`src/rtl/ipd_pkg.sv`:
```
package ipd_pkg;
  localparam int VEC_W  = 8;
  localparam int DEST_W = 8;
  localparam int DLV_W  = 3;

  typedef struct packed {
    logic [VEC_W-1:0]  vector;
    logic [DEST_W-1:0] dest;
    logic              logical;
    logic              level;
    logic [DLV_W-1:0]  dlv;
  } ipd_msg_t;
endpackage

```
`src/rtl/ipd_pin.sv`:
```
// Per-line request, remote-pending and service-pending state.
module ipd_pin
  import ipd_pkg::*;
(
  input  logic             clk,
  input  logic             rst_n,
  input  logic             raw,
  input  logic             invert,
  input  logic             level_trig,
  input  logic             masked,
  input  logic [VEC_W-1:0] vector,
  input  logic             eoi_valid,
  input  logic [VEC_W-1:0] eoi_vector,
  input  logic             svc_req,
  input  logic             grant,
  input  logic             accept,
  input  logic             inflight,
  output logic             pend,
  output logic             rp,
  output logic             ack
);
  logic eff, eff_q, rise, eoi_hit;
  logic irr_q, irr_d, rp_q, rp_d, pend_q, pend_d, ack_q;
  logic t_line, t_svc, t_eoi;

  always_comb begin
    eff     = raw ^ invert;
    rise    = eff & ~eff_q;
    eoi_hit = eoi_valid && (eoi_vector == vector);

    // request bit
    if (!eff)            irr_d = 1'b0;
    else if (level_trig) irr_d = 1'b1;
    else if (rise)       irr_d = 1'b1;
    else if (grant)      irr_d = 1'b0;
    else                 irr_d = irr_q;

    // remote pending
    rp_d = rp_q;
    if (level_trig && eoi_hit) rp_d = 1'b0;
    if (level_trig && accept)  rp_d = 1'b1;

    // service triggers
    t_line = level_trig ? (eff & ~masked & ~rp_q & ~pend_q & ~inflight) : rise;
    t_svc  = svc_req & irr_q;
    t_eoi  = eoi_hit & level_trig & ~masked & irr_q;
    pend_d = (pend_q & ~grant) | t_line | t_svc | t_eoi;
  end

  always_ff @(posedge clk or negedge rst_n) begin
    if (!rst_n) begin
      eff_q  <= 1'b0;
      irr_q  <= 1'b0;
      rp_q   <= 1'b0;
      pend_q <= 1'b0;
      ack_q  <= 1'b0;
    end else begin
      eff_q  <= eff;
      irr_q  <= irr_d;
      rp_q   <= rp_d;
      pend_q <= pend_d;
      ack_q  <= eoi_hit;
    end
  end

  assign pend = pend_q;
  assign rp   = rp_q;
  assign ack  = ack_q;
endmodule

```
`src/rtl/ipd_pick.sv`:
```
// Lowest-index selector over the service-pending vector.
module ipd_pick #(
  parameter int NUM_PINS = 24,
  localparam int PIN_W = (NUM_PINS > 1) ? $clog2(NUM_PINS) : 1
) (
  input  logic [NUM_PINS-1:0] req,
  output logic                found,
  output logic [PIN_W-1:0]    idx
);
  always_comb begin
    found = 1'b0;
    idx   = '0;
    for (int k = NUM_PINS - 1; k >= 0; k--) begin
      if (req[k]) begin
        found = 1'b1;
        idx   = PIN_W'(k);
      end
    end
  end
endmodule

```
`src/rtl/ipd_msg.sv`:
```
// Single-entry message holding stage with valid/ready handshake.
module ipd_msg
  import ipd_pkg::*;
#(
  parameter int PIN_W = 5
) (
  input  logic             clk,
  input  logic             rst_n,
  input  logic             load,
  input  ipd_msg_t         load_msg,
  input  logic [PIN_W-1:0] load_idx,
  input  logic             ready,
  output logic             valid,
  output ipd_msg_t         msg,
  output logic [PIN_W-1:0] idx
);
  logic             valid_q, valid_d;
  ipd_msg_t         msg_q, msg_d;
  logic [PIN_W-1:0] idx_q, idx_d;

  always_comb begin
    valid_d = valid_q;
    msg_d   = msg_q;
    idx_d   = idx_q;
    if (valid_q && ready) valid_d = 1'b0;
    if (load) begin
      valid_d = 1'b1;
      msg_d   = load_msg;
      idx_d   = load_idx;
    end
  end

  always_ff @(posedge clk or negedge rst_n) begin
    if (!rst_n) begin
      valid_q <= 1'b0;
      msg_q   <= '0;
      idx_q   <= '0;
    end else begin
      valid_q <= valid_d;
      msg_q   <= msg_d;
      idx_q   <= idx_d;
    end
  end

  assign valid = valid_q;
  assign msg   = msg_q;
  assign idx   = idx_q;
endmodule

```
`src/rtl/intr_pin_dispatch.sv`:
```
module intr_pin_dispatch
  import ipd_pkg::*;
#(
  parameter int NUM_PINS = 24,
  localparam int PIN_W = (NUM_PINS > 1) ? $clog2(NUM_PINS) : 1
) (
  input  logic                       clk,
  input  logic                       rst_n,
  input  logic [NUM_PINS-1:0]        line_in,
  input  logic [NUM_PINS*VEC_W-1:0]  cfg_vector,
  input  logic [NUM_PINS*DEST_W-1:0] cfg_dest,
  input  logic [NUM_PINS-1:0]        cfg_logical,
  input  logic [NUM_PINS-1:0]        cfg_level,
  input  logic [NUM_PINS*DLV_W-1:0]  cfg_dlv,
  input  logic [NUM_PINS-1:0]        cfg_invert,
  input  logic [NUM_PINS-1:0]        cfg_mask,
  input  logic [NUM_PINS-1:0]        svc_req,
  input  logic                       eoi_valid,
  input  logic [VEC_W-1:0]           eoi_vector,
  output logic                       msg_valid,
  input  logic                       msg_ready,
  output logic [VEC_W-1:0]           msg_vector,
  output logic [DEST_W-1:0]          msg_dest,
  output logic                       msg_logical,
  output logic                       msg_level,
  output logic [DLV_W-1:0]           msg_dlv,
  output logic [NUM_PINS-1:0]        eoi_ack,
  output logic [NUM_PINS-1:0]        remote_pend
);
  logic [NUM_PINS-1:0] pend, grant, accept, inflight;
  logic                found, take, slot_free, load;
  logic [PIN_W-1:0]    sel_idx, held_idx;
  ipd_msg_t            load_msg, cur_msg;

  ipd_pick #(.NUM_PINS(NUM_PINS)) u_pick (
    .req(pend), .found(found), .idx(sel_idx)
  );

  assign slot_free = ~msg_valid | msg_ready;
  assign take      = found & slot_free;
  assign load      = take & ~cfg_mask[sel_idx];

  for (genvar g = 0; g < NUM_PINS; g++) begin : g_pin
    assign grant[g]    = take && (sel_idx == PIN_W'(g));
    assign inflight[g] = msg_valid && (held_idx == PIN_W'(g));
    assign accept[g]   = inflight[g] && msg_ready;

    ipd_pin u_pin (
      .clk        (clk),
      .rst_n      (rst_n),
      .raw        (line_in[g]),
      .invert     (cfg_invert[g]),
      .level_trig (cfg_level[g]),
      .masked     (cfg_mask[g]),
      .vector     (cfg_vector[g*VEC_W +: VEC_W]),
      .eoi_valid  (eoi_valid),
      .eoi_vector (eoi_vector),
      .svc_req    (svc_req[g]),
      .grant      (grant[g]),
      .accept     (accept[g]),
      .inflight   (inflight[g]),
      .pend       (pend[g]),
      .rp         (remote_pend[g]),
      .ack        (eoi_ack[g])
    );
  end

  // Message build; line 0 is pinned to processor 0, physical mode.
  always_comb begin
    load_msg.vector  = cfg_vector[sel_idx*VEC_W +: VEC_W];
    load_msg.dest    = cfg_dest[sel_idx*DEST_W +: DEST_W];
    load_msg.logical = cfg_logical[sel_idx];
    load_msg.level   = cfg_level[sel_idx];
    load_msg.dlv     = cfg_dlv[sel_idx*DLV_W +: DLV_W];
    if (sel_idx == '0) begin
      load_msg.dest    = '0;
      load_msg.logical = 1'b0;
    end
  end

  ipd_msg #(.PIN_W(PIN_W)) u_msg (
    .clk      (clk),
    .rst_n    (rst_n),
    .load     (load),
    .load_msg (load_msg),
    .load_idx (sel_idx),
    .ready    (msg_ready),
    .valid    (msg_valid),
    .msg      (cur_msg),
    .idx      (held_idx)
  );

  assign msg_vector  = cur_msg.vector;
  assign msg_dest    = cur_msg.dest;
  assign msg_logical = cur_msg.logical;
  assign msg_level   = cur_msg.level;
  assign msg_dlv     = cur_msg.dlv;
endmodule

```
`config.mk`:
```
export PLATFORM = sky130hd
export DESIGN_NAME = intr_pin_dispatch
export DESIGN_NICKNAME = d
export VERILOG_FILES = /design/src/rtl/ipd_pkg.sv /design/src/rtl/ipd_pin.sv /design/src/rtl/ipd_pick.sv /design/src/rtl/ipd_msg.sv /design/src/rtl/intr_pin_dispatch.sv
export SDC_FILE = /design/constraint.sdc
export NUM_CORES = 1
export LEC_CHECK = 0
export ABC_AREA = 0
export BUFFER_PORTS_ARGS = -buffer_cell sky130_fd_sc_hd__buf_4
export CAP_MARGIN = 20
export CORE_AREA = 4 4 267 269
export DETAILED_ROUTE_END_ITERATION = 10
export DIE_AREA = 0 0 271 273
export GPL_TIMING_DRIVEN = 0
export PLACE_DENSITY = 0.42
export SLEW_MARGIN = 20
export SYNTH_ARGS = -nofsm -noshare
export SYNTH_HDL_FRONTEND = slang
export SYNTH_SLANG_ARGS = --single-unit
```
`constraint.sdc`:
```
create_clock -name clk -period 3.6 [get_ports clk]
set_input_delay 0.36 -clock clk [delete_from_list [all_inputs] [get_ports clk]]
set_output_delay 0.36 -clock clk [all_outputs]
set_load 0.005 [all_outputs]
```
# Word level (Yosys, flattened, before mapping)
# Cells that the tools add are included.
# W data, S select, Z words.
dict set report word_totals {
  elab_cells 1108
  register_bits 147
}
dict set report classes {
  magnitude_cmp 1
  reduce_logical 172
  n_eq_ne 94
  bitwise 485
  mux 225
  multipliers 1
  shifts 3
}
# operator n
set op_table {}
lappend op_table {{$shiftx A192 B9 Y8} 2}
lappend op_table {{$and A1 B1 Y1} 242}
lappend op_table {{$mux W1} 197}
lappend op_table {{$eq A8 B8 Y1} 24}
lappend op_table {{$not A1 Y1} 146}
lappend op_table {{$logic_and A1 B1 Y1} 145}
lappend op_table {{$mux W5} 24}
lappend op_table {{$ne A4 B3 Y1 const B} 24}
lappend op_table {{$eq A5 B4 Y1 const B} 16}
lappend op_table {{$eq A5 B5 Y1 const B} 16}
lappend op_table {{$or A1 B1 Y1} 73}
lappend op_table {{$shiftx A72 B8 Y3} 1}
lappend op_table {{$reduce_bool A2 Y1} 25}
lappend op_table {{$eq A5 B3 Y1 const B} 8}
lappend op_table {{$xor A1 B1 Y1} 24}
lappend op_table {{$eq A5 B2 Y1 const B} 4}
lappend op_table {{$bmux W1 S5} 3}
lappend op_table {{$eq A5 B1 Y1 const B} 2}
lappend op_table {{$logic_not A5 Y1} 2}
lappend op_table {{$mux W9} 1}
lappend op_table {{$mul A5 B2 Y7 const B} 1}
lappend op_table {{$lt A5 B6 Y1 const B} 1}

# Longest topological paths before layout
dict set report logic_depth {
  word_depth 31
  mapped_depth 13
}

# Hierarchy
# From an unflattened synthesis, not the netlist that was laid out.
dict set report unflattened {
  hier_cells 1313
  area_unflattened_um2 13563.0
}
# module area_per_inst_um2 instances seq_area_each_um2 cells_each
set modules_own_cells {}
lappend modules_own_cells {ipd_pin 297.8 24 125.1 29}
lappend modules_own_cells {intr_pin_dispatch 5022.3 1 0.0 512}
lappend modules_own_cells {ipd_msg 1102.3 1 675.6 58}
lappend modules_own_cells {ipd_pick 291.5 1 0.0 47}

# Worst setup path after synthesis
# OpenSTA, ideal clock, no wires.
dict set report synth_path {
  path_kind {register -> register}
  start {reg g_pin[3].u_pin.pend_q}
  end {reg u_msg.msg_q (netlist bit u_msg.msg[18])}
  slack_ns 0.091
  required_ns 3.473
  t_arrival_ns 3.382
  period_less_slack_ns 3.509
  path_stages_with_launch 11
  n_path_buf 2
  setup_ns 0.127
  cell_sequence {dfrtp_1 -> clkbuf_1 -> or4_1 -> a211oi_1 -> mux2_1 -> a222oi_1 -> o22ai_1 -> or4_4 -> nand2_4 -> buf_6 -> mux2_1}
}
dict set report synth_between {
  elab_chain_cells 8
  word_cells_on_any_way 14
  classes_between {shift: 1; mux: 10; bitwise: 3}
}
# element line
set synth_lines {}
lappend synth_lines {{start, declared} ipd_pin.sv:23} ;# logic irr_q, irr_d, rp_q, rp_d, pend_q, pend_d, ack_q;
lappend synth_lines {{start signal, assigned} ipd_pin.sv:61} ;# pend_q <= pend_d;
lappend synth_lines {{branches (longest 8 deep; another with $shiftx A192 B9 Y8)} --}
lappend synth_lines {{end signal, assigned} ipd_msg.sv:40} ;# msg_q <= msg_d;
lappend synth_lines {{end, declared} ipd_msg.sv:18} ;# ipd_msg_t msg_q, msg_d;
# Parallel ways; which one is timed is not known. The select of a mux whose other input is x is not followed.
# A chain may end at the register's enable or synchronous reset.

# Worst setup path in the final report
dict set report layout_path {
  start {reg g_pin[10].u_pin.pend_q}
  end {reg u_msg.msg_q (netlist bit u_msg.msg[7])}
}
dict set report layout_between {
  elab_chain_cells 15
  word_cells_on_any_way 30
  classes_between {shift: 1; mux: 25; bitwise: 3; reduce/logical: 1}
}
# element line
set layout_lines {}
lappend layout_lines {{start, declared} ipd_pin.sv:23}
lappend layout_lines {{start signal, assigned} ipd_pin.sv:61}
lappend layout_lines {{branches (longest 15 deep; another with $shiftx A192 B9 Y8)} --}
# Parallel ways; which one is timed is not known. The select of a mux whose other input is x is not followed.

==> out/summary.txt <==
count leader, synth -> nand2_1
final wirelength -> 113000 um
P_sw -> 0.00538 W
Leak -> 9.89 nW
CTS buffer count -> 17
Combinational Power Share -> 63.6%
syn_nets -> 2356
Nets -> 3088
worst reg-to-reg path cell count -> 11
max incr delay on CP -> 0.57 ns
Crit Path Category -> reg -> reg
worst slack at placement -> -1.42 ns
Crit Path Max Fanout -> 6
Die W -> 271 um
number of global-route vias before repair -> 18400
die area -> 74000 um2
Crit. Startpoint -> g_pin[10].u_pin.pend
CTS max path bufs -> 2
Internal -> 0.00580 W
Die Y -> 273 um
Slew @ Worst Pin -> 1.13 ns
WHS -> 0.0879 ns
headroom to the max-slew limit -> 24.3%
Crit Reg-Reg Endpoint -> u_msg.msg[7]
Ports -> 682
antenna violations before repair -> 21
CP startpoint kind -> register
Max-cap violations -> 0
worst skew pair latency -> 0.49 ns
Reg power frac -> 19.0%
drt pass-1 iters -> 8
Seq cells post-synth -> 147
largest net degree at the start of global routing -> 86
GRT Overall Usage -> 29.3%
first-iteration detailed-routing DRC count -> 1767
Crit. path cell count -> 11
post-synth top area share -> 27.1%
post-detail-place hpwl -> 94200 um
# rows -> 96
Critical path buffers and inverters -> 2
layout cell share with drive strength beyond 1 -> 40.2%
dominant cells by area after synthesis -> dfrtp_1 (27%), xor2_1 (8.6%), nand2_1 (7.6%)
Reg2Reg Setup Slack -> -0.06 ns
Fin. Hold Viols -> 0
Data required, critical path -> 3.98 ns
cell area after synthesis -> 13600 um2
violated checks -> setup timing
Final Max Tran Viols -> 0
Synth Instances -> 1744
via/cell ratio -> 5.09
overflow left after global routing -> 0
Yosys cell types -> 58
core area -> 68600 um2
area leader, netlist -> dfrtp_1
register area share after synthesis -> 27.1%
P per Cell Area -> 512 nW/um2
via count -> 17500
global-route wire length before repair -> 150000 um
Worst-path clk slew -> 0.07 ns
outcome -> finished with violations
endpoints failing setup -> 15
RSZ-0062 raised after global routing -> true
Worst path slowest cell -> or4_4
syn_area_per_cell -> 7.79 um2
reg2reg start -> g_pin[10].u_pin.pend
CP cell instances -> or4_4 > or3_4 > a211oi_4 > nor2_4 > mux2i_2 > o22ai_2 > or4_4 > nand2_8 > buf_12 > buf_12 > mux2_1
Arrival @ worst endpoint -> 4.04 ns
Top Family by Delay on Critical Path -> simple AND/OR/NAND/NOR gates
CTS tree -> done
Clock Skew -> 0.0120 ns
gpl congestion -> 0.936
Commonest cells post-synth -> nand2_1 (275), dfrtp_1 (147), xor2_1 (134)
Post-synth EDFFs -> 0
crit share post-route -> 102%
Synth Flop Type -> dfrtp_1
Clock power frac -> 17.4%
Port-buffer cells -> 665
Hold WC Path Type -> in -> reg
Post-synth ARST share -> 100%
Sw Ratio -> 48.1%
Initial Utilization -> 19.8%
root buffer selected by CTS -> clkbuf_16
CTS Sinks -> 147
Peak VDD IR -> 411 uV
synthesis-to-layout area growth -> 60.7%
H-tree levels -> 4
Remaining DRCs -> 0
min Tclk post-route -> 3.66 ns
Synthesis Warnings -> 0
WL/cell -> 33.0 um
setup ws final -> -0.0642 ns
element type at the critical path end -> register
post-route ant nets -> 0
Max Freq -> 0.273 GHz
CP endpoint -> u_msg.msg[7]
Hold Path Depth -> 2
[metrics by stage]
| step | cell area (um2) | total power, W | TNS, ns | utilization (%) | cells |
|---|---|---|---|---|---|
| detailed placement | 19900 | 0.00813 | -50.49 | 29.0 | 3346 |
| global route | 21800 | 0.0115 | -1.11 | 31.8 | 3431 |
| global placement | 19700 | 0.00805 | -66.25 | 28.8 | 3340 |
| floorplan | 13600 | 0.00480 | 0 | - | 1744 |
| CTS | 21400 | 0.0109 | -1.01 | 31.2 | 3402 |
| finish | 21800 | 0.0112 | -0.554 | 31.8 | 3440 |
[cells by family after synthesis]
kind of cell	Yosys count	synth area share, %
buffers and inverters	217	7.53
DFF	147	27.1
and+or+nand+nor	637	22.5
xor gates and xnor gates	216	13.9
AOI/OAI and AO/OA	391	18.5
muxes	136	10.5
[timing repair]
item                                    4_1_cts  5_1_grt
gates resized for setup                     180       77
endpoints found under the setup margin       65       35
pin swaps                                    17       16
hold buffers                                  1        0
gates cloned                                  2        0
setup buffers                                25       21
endpoints found under the hold margin        62        0
[flip-flops by register name, summed over array words and instances (netlist names)]
name and flops:
g_pin.u_pin.irr_q 24, g_pin.u_pin.rp 24, u_msg.valid 1, u_msg.msg 21
u_msg.idx 5, g_pin.u_pin.ack 24, g_pin.u_pin.eff_q 24, g_pin.u_pin.pend 24
[cells in the final DEF (no fill, tap or decap), drive strengths merged, types with 5 or more instances in the layout]
| cell type | count |
|---|---|
| a222oi | 13 |
| a221oi | 8 |
| xnor2 | 82 |
| o21ai | 114 |
| nor4 | 61 |
| a31oi | 47 |
| a32oi | 5 |
| nor2 | 69 |
| inv | 62 |
| o221ai | 11 |
| and3 | 14 |
| mux2 | 51 |
| a22oi | 12 |
| nor3 | 21 |
| buf | 791 |
| xor2 | 134 |
| a32o | 25 |
| a21oi | 81 |
| nor2b | 6 |
| or4 | 24 |
| mux2i | 85 |
| nand4 | 31 |
| nand3 | 93 |
| diode | 20 |
| and2 | 6 |
| nor3b | 24 |
| nand2 | 276 |
| a211oi | 7 |
| dfrtp | 147 |
| clkbuf | 101 |
| o211ai | 16 |
| nand2b | 6 |
| o22ai | 34 |
[power groups by stage]
stage	Combinational, W	Sequential (W)	Clock (W)
2_1_floorplan	0.00273	0.00206	0
3_3_place_gp	0.00595	0.00210	0
3_5_place_dp	0.00603	0.00211	0
4_1_cts	0.00678	0.00210	0.00199
5_1_grt	0.00734	0.00215	0.00204
6_report	0.00711	0.00212	0.00194
[worst min path at each step]
stage,from,endpoint
6_report,line_in[9],g_pin[9].u_pin.eff_q
5_1_grt,line_in[9],g_pin[9].u_pin.eff_q
4_1_cts,line_in[9],g_pin[9].u_pin.eff_q
3_5_place_dp,rst_n,g_pin[19].u_pin.ack
3_3_place_gp,g_pin[23].u_pin.eff_q,g_pin[23].u_pin.irr_q
2_1_floorplan,rst_n,g_pin[0].u_pin.ack
[metal layers]
layer / part of all wire (%) / vias to the layer above / GRT usage, %
li1: - / 7763 / -
met4: 4.8 / 8 / 14.3
met2: 50 / 912 / 52.1
met3: 7.0 / 184 / 5.64
met5: 0.038 / - / 0
met1: 38 / 8658 / 33.7
[final cells by class]
class	instances	area [um2]
Antenna cell	20	50.0
Buffer	154	1040
Clock buffer	20	447
Clock inverter	12	145
Fill cell	7502	46800
Inverter	57	214
Multi-Input combinational cell	1380	9480
Sequential cell	147	3690
Tap cell	931	1160
Timing Repair Buffer	719	5600
(Power assumes the default switching activity.)
